[src/rtl/tdm_slot_pkg.sv]
package tdm_slot_pkg;
    typedef enum logic [1:0] {
        ST_OFF   = 2'd0,
        ST_IDLE  = 2'd1,
        ST_CLAIM = 2'd2
    } slot_state_e;
endpackage

[src/rtl/tdm_wrap_cnt.sv]
module tdm_wrap_cnt #(
    parameter int LIMIT = 16,
    localparam int W = (LIMIT > 1) ? $clog2(LIMIT) : 1
) (
    input  logic         clk_i,
    input  logic         rst_ni,
    input  logic         clr_i,
    input  logic         inc_i,
    output logic [W-1:0] q_o,
    output logic         max_o
);
    assign max_o = (q_o == W'(LIMIT - 1));

    always_ff @(posedge clk_i or negedge rst_ni) begin
        if (!rst_ni)
            q_o <= '0;
        else if (clr_i)
            q_o <= '0;
        else if (inc_i)
            q_o <= max_o ? '0 : q_o + 1'b1;
    end
endmodule

[src/rtl/tdm_slot_fsm.sv]
module tdm_slot_fsm
    import tdm_slot_pkg::*;
(
    input  logic        clk_i,
    input  logic        rst_ni,
    input  logic        bypass_i,
    input  logic        master_i,
    input  logic        fsync_i,
    input  logic        tok_i,
    input  logic        done_i,
    output slot_state_e state_o,
    output logic        cnt_clr_o,
    output logic        claim_o
);
    slot_state_e state_q, state_d;
    logic        start;

    // State register
    always_ff @(posedge clk_i or negedge rst_ni) begin
        if (!rst_ni)
            state_q <= ST_OFF;
        else
            state_q <= state_d;
    end

    // Next-state logic
    always_comb begin
        state_d = state_q;
        start   = 1'b0;
        if (bypass_i) begin
            state_d = ST_OFF;
        end else begin
            unique case (state_q)
                ST_OFF: state_d = ST_IDLE;
                ST_IDLE: begin
                    if (fsync_i) begin
                        if (master_i) begin
                            state_d = ST_CLAIM;
                            start   = 1'b1;
                        end
                    end else if (!master_i && tok_i) begin
                        state_d = ST_CLAIM;
                        start   = 1'b1;
                    end
                end
                ST_CLAIM: begin
                    if (fsync_i) begin
                        if (master_i) begin
                            state_d = ST_CLAIM;
                            start   = 1'b1;
                        end else begin
                            state_d = ST_IDLE;
                        end
                    end else if (done_i) begin
                        state_d = ST_IDLE;
                    end
                end
                default: state_d = ST_OFF;
            endcase
        end
    end

    // Outputs
    always_comb begin
        state_o   = state_q;
        cnt_clr_o = start || (state_d != ST_CLAIM);
        claim_o   = (state_q == ST_CLAIM) && !bypass_i;
    end
endmodule

[src/rtl/tdm_slot_ctrl.sv]
module tdm_slot_ctrl
    import tdm_slot_pkg::*;
#(
    parameter int SLOT_BITS = 16,
    parameter int SLOTS     = 6,
    localparam int IDX_W    = (SLOTS > 1) ? $clog2(SLOTS) : 1,
    localparam int BIT_W    = (SLOT_BITS > 1) ? $clog2(SLOT_BITS) : 1
) (
    input  logic             clk_i,
    input  logic             rst_ni,
    input  logic             fsync_i,
    input  logic             csel_i,
    input  logic             pwrdn_i,
    input  logic             master_i,
    input  logic             tok_i,
    output logic             tok_o,
    output logic             slot_act_o,
    output logic [IDX_W-1:0] slot_idx_o,
    output logic             sdo_oe_o,
    output logic             clkfs_oe_o
);
    slot_state_e      state_q;
    logic             bypass;
    logic             cnt_clr;
    logic             claim;
    logic             bit_max, slot_max, done;
    logic [BIT_W-1:0] bit_q;
    logic [IDX_W-1:0] slot_q;

    assign bypass = !csel_i || pwrdn_i;
    assign done   = bit_max && slot_max;

    tdm_slot_fsm u_fsm (
        .clk_i    (clk_i),
        .rst_ni   (rst_ni),
        .bypass_i (bypass),
        .master_i (master_i),
        .fsync_i  (fsync_i),
        .tok_i    (tok_i),
        .done_i   (done),
        .state_o  (state_q),
        .cnt_clr_o(cnt_clr),
        .claim_o  (claim)
    );

    // Bit position within the current slot
    tdm_wrap_cnt #(.LIMIT(SLOT_BITS)) u_bit_cnt (
        .clk_i (clk_i),
        .rst_ni(rst_ni),
        .clr_i (cnt_clr),
        .inc_i (1'b1),
        .q_o   (bit_q),
        .max_o (bit_max)
    );

    // Slot number within the claim
    tdm_wrap_cnt #(.LIMIT(SLOTS)) u_slot_cnt (
        .clk_i (clk_i),
        .rst_ni(rst_ni),
        .clr_i (cnt_clr),
        .inc_i (bit_max),
        .q_o   (slot_q),
        .max_o (slot_max)
    );

    always_comb begin
        slot_act_o = claim;
        sdo_oe_o   = claim;
        slot_idx_o = claim ? slot_q : '0;
        clkfs_oe_o = csel_i && master_i;
        tok_o      = bypass ? tok_i : (claim && done);
    end
endmodule

[config.mk]
export PLATFORM = sky130hd
export DESIGN_NAME = tdm_slot_ctrl
export DESIGN_NICKNAME = d
export VERILOG_FILES = /design/src/rtl/tdm_slot_pkg.sv /design/src/rtl/tdm_wrap_cnt.sv /design/src/rtl/tdm_slot_fsm.sv /design/src/rtl/tdm_slot_ctrl.sv
export SDC_FILE = /design/constraint.sdc
export NUM_CORES = 1
export LEC_CHECK = 0
export BUFFER_PORTS_ARGS = -buffer_cell sky130_fd_sc_hd__buf_2
export CAP_MARGIN = 5
export CORE_AREA = 8 8 45 47
export DETAILED_ROUTE_END_ITERATION = 12
export DIE_AREA = 0 0 53 55
export PLACE_DENSITY = 0.74
export SETUP_SLACK_MARGIN = 0.15
export SLEW_MARGIN = 5
export SYNTH_ARGS = -nofsm -noshare
export SYNTH_HDL_FRONTEND = slang
export SYNTH_HIERARCHICAL = 1
export SYNTH_SLANG_ARGS = --single-unit
[constraint.sdc]
create_clock -name clk_i -period 5.4 [get_ports clk_i]
set_input_delay 0.54 -clock clk_i [delete_from_list [all_inputs] [get_ports clk_i]]
set_output_delay 0.54 -clock clk_i [all_outputs]
set_load 0.005 [all_outputs]
==> results.py <==
metrics = {
    "sta": {
        "slew_violations": 0,
        "clock_skew_ps": 1.03,
        "setup_viol": 0,
        "maxSlewHeadroom": 0.558,
        "tightest_slew_ps": 662,
        "rsz0062_at_grt": "false",
        "tns_ps": 0,
        "whs_ps": 124,
        "fmax_mhz": 446,
        "min_period_over_period": 0.415,
        "hold_viol_final": 0,
        "period_needed_ps": 2240,
    },
    "global_routing": {
        "grtUsageMet3": 0.0294,
        "use_met1": 0.105,
        "use_met2": 0.156,
        "grt_pass1_wl_mm": 2.13,
        "first_global_vias": 537,
        "grt_max_degree": 10,
        "antenna_found_initial": 0,
        "grt-ovfl-total": 0,
        "top_usage_layer": "met2",
        "track_usage": 0.0960,
    },
    "place": {
        "gp_congestion": 0.755,
        "portBuffers": 13,
        "dp.cells": 99,
        "hpwl_um": 985,
    },
    "drt": {
        "ant_nets": 0,
        "viasPerCell": 5.38,
        "vias": 554,
        "initialDrtViolationCount": 8,
        "avgRoutedWirePerCell_um": 12.1,
        "drc": 0,
        "firstDrtPassIters": 4,
        "wl_mm": 1.25,
    },
    "worst_setup_path": {
        "cp_data_required_time_ps": 4860,
        "cp_max_fo": 6,
        "cp-start-kind": "register",
        "critPathSlowestCell": "dfrtp_1",
        "crit_chain": "inv_1 -> ha_1 -> nor2b_1 -> and3_1 -> mux2_4 -> buf_2",
        "cp.arrival_ps": 1700,
        "slowest_delay_ps": 420,
        "critPathKind": "reg -> out",
        "crit_path_end_kind": "output port",
    },
    "yosys": {
        "avgSynthCellArea_um2": 9.86,
        "synth-seq-cells": 9,
        "netlist_instances": 67,
        "synth_cell_types": 36,
        "yosys.area.top_type": "dfrtp_1",
        "post_synth_main_area_contributors": "dfrtp_1 34%, ha_1 9.5%, a21oi_1 3.8%, and2_1 3.8%, nand4bb_1 3.4%",
        "synth_top_area_frac": 0.341,
        "ys_warn_count": 6,
        "ys_seq_area_frac": 0.341,
        "synth_area_um2": 661,
    },
    "floorplanning": {
        "die_area_um2": 2920,
        "rows": 14,
        "die_h_um": 55,
        "ios": 14,
        "die_w_um": 53,
        "core_area_um2": 1380,
        "initial_core_util": 0.477,
    },
    "clocking": {
        "clockBufferDepth": 2,
        "htree_levels": 1,
        "clock_latency_ps": 260,
        "clockRootBuffer": "clkbuf_4",
        "clk_pin_slew_ps": 60,
        "cts_buffers": 3,
        "cts_tree": "yes",
        "cts_hold_buf": 0,
        "cts_setup_buffers": 0,
        "clock_sinks": 9,
        "cts_resized": 0,
    },
    "pwr": {
        "power_density_nw_per_um2": 171,
        "ir_worst_vdd_mv": 0.155,
        "leakagePower_uw": 0.000372,
    },
    "worst_hold_path": {
        "hold_class": "in -> async",
    },
    "cells_and_area": {
        "antenna_cells": 0,
        "n_fill_cell": 122,
        "drive_gt1_frac": 0.264,
        "fin_nets": 100,
        "area_delta_synth_final_pct": 18.0,
        "stdcell_count": 103,
    },
    "job": {
        "max_cap_viol_count": 0,
    },
    "outcome": {
        "run_status": "finished clean",
    },
}
[Yosys cell counts]
| library cell | count |
|---|---|
| a21bo_1 | 2 |
| a21boi_0 | 2 |
| a21oi_1 | 5 |
| a21oi_2 | 1 |
| a311oi_1 | 1 |
| a31oi_1 | 1 |
| and2_1 | 4 |
| and2_2 | 1 |
| and3_1 | 1 |
| and3_4 | 1 |
| and3b_2 | 1 |
| buf_4 | 1 |
| conb_1 | 1 |
| dfrtp_1 | 9 |
| ha_1 | 5 |
| inv_1 | 2 |
| mux2_4 | 1 |
| mux2i_1 | 1 |
| nand2_1 | 4 |
| nand2b_1 | 1 |
| nand2b_4 | 1 |
| nand4_1 | 1 |
| nand4b_1 | 1 |
| nand4bb_1 | 2 |
| nor2_1 | 4 |
| nor2b_1 | 1 |
| nor3b_1 | 1 |
| o2111ai_1 | 1 |
| o211a_1 | 1 |
| o211ai_1 | 1 |
| o21ai_0 | 2 |
| or3_1 | 2 |
| or3b_1 | 1 |
| or3b_2 | 1 |
| xnor2_1 | 1 |
| xor2_1 | 1 |
[layout make-up]
type                    instances  area [µm²]  area share
multi-input cells              59         435       0.559
flip-flops and latches          9         225       0.289
repair buffers                 13        65.1      0.0835
clock buffers                   4        26.3      0.0337
well taps                      16        20.0      0.0257
inverters                       2        7.51     0.00963
[kinds of logic after synthesis]
logic type                 Yosys count  share of synthesized area
buffers and inverters                3                     0.0227
other                                1                    0.00568
DFF                                  9                      0.341
AOI/OAI and AO/OA                   17                      0.182
xor gates and xnor gates             2                     0.0265
muxes                                2                     0.0379
and+or+nand+nor                     28                      0.290
adders and majority gates            5                     0.0947
[registers in the layout, indices dropped and copies added (netlist names)]
signal	count
u_fsm/state_o	2
u_bit_cnt/q_o	4
u_slot_cnt/q_o	3
[worst max-delay path, delay by kind of cell (launching register included)]
family                   cells  cell delay, ps
AND/OR/NAND/NOR              2             490
flip-flops                   1             420
adder cells (fa/ha/maj)      1             210
buffers and inverters        2             200
multiplexers                 1             130
[path summary, 6_finish.rpt]
check	endpoint	cells after the start	slack, ps	start
setup reg to reg	u_slot_cnt/q_o[1]	7	3200	u_bit_cnt/q_o[0]
max in group asynchronous	u_bit_cnt/q_o[0]	1	5100	rst_ni
min in group clk_i	u_bit_cnt/q_o[3]	2	560	u_bit_cnt/q_o[3]
hold reg to reg	u_bit_cnt/q_o[3]	2	560	u_bit_cnt/q_o[3]
setup / recovery	tok_o	6	3160	u_fsm/state_o[0]
hold / removal	u_bit_cnt/q_o[3]	1	120	rst_ni
[cells in the final DEF, fill, tap and decap left out, drive strengths merged, types with 2 or more instances in the layout]
master and instances:
buf 13, dfrtp 9, a21oi 6, conb 5
ha 5, and2 5, nand2 4, nor2 4
clkbuf 4, o21ai 2, or3 2, inv 2
nand4bb 2, a21boi 2, a21bo 2, nand2b 2
and3 2, or3b 2
[power by group]
part           switching [µW]  total [µW]  internal (µW)
Sequential              0.758        68.8           68.0
Clock                    21.6        50.0           28.3
Combinational            7.62        14.7           7.03
[stage by stage]
| step | total power, µW | utilization | setup WS (ps) | area [µm²] |
|---|---|---|---|---|
| floorplan | 78.0 | - | 3450 | 676 |
| global placement | 84.6 | 0.544 | 3320 | 753 |
| detailed placement | 84.7 | 0.544 | 3220 | 753 |
| CTS | 136 | 0.563 | 3130 | 779 |
| global route | 139 | 0.563 | 3010 | 779 |
| finish | 133 | 0.563 | 3160 | 779 |
[routing by layer]
metal,vias to the layer above,wire [µm]
met5,-,0
met4,0,6
met3,2,130
met2,13,564
met1,258,550
li1,281,-
(Power assumes the default switching activity.)
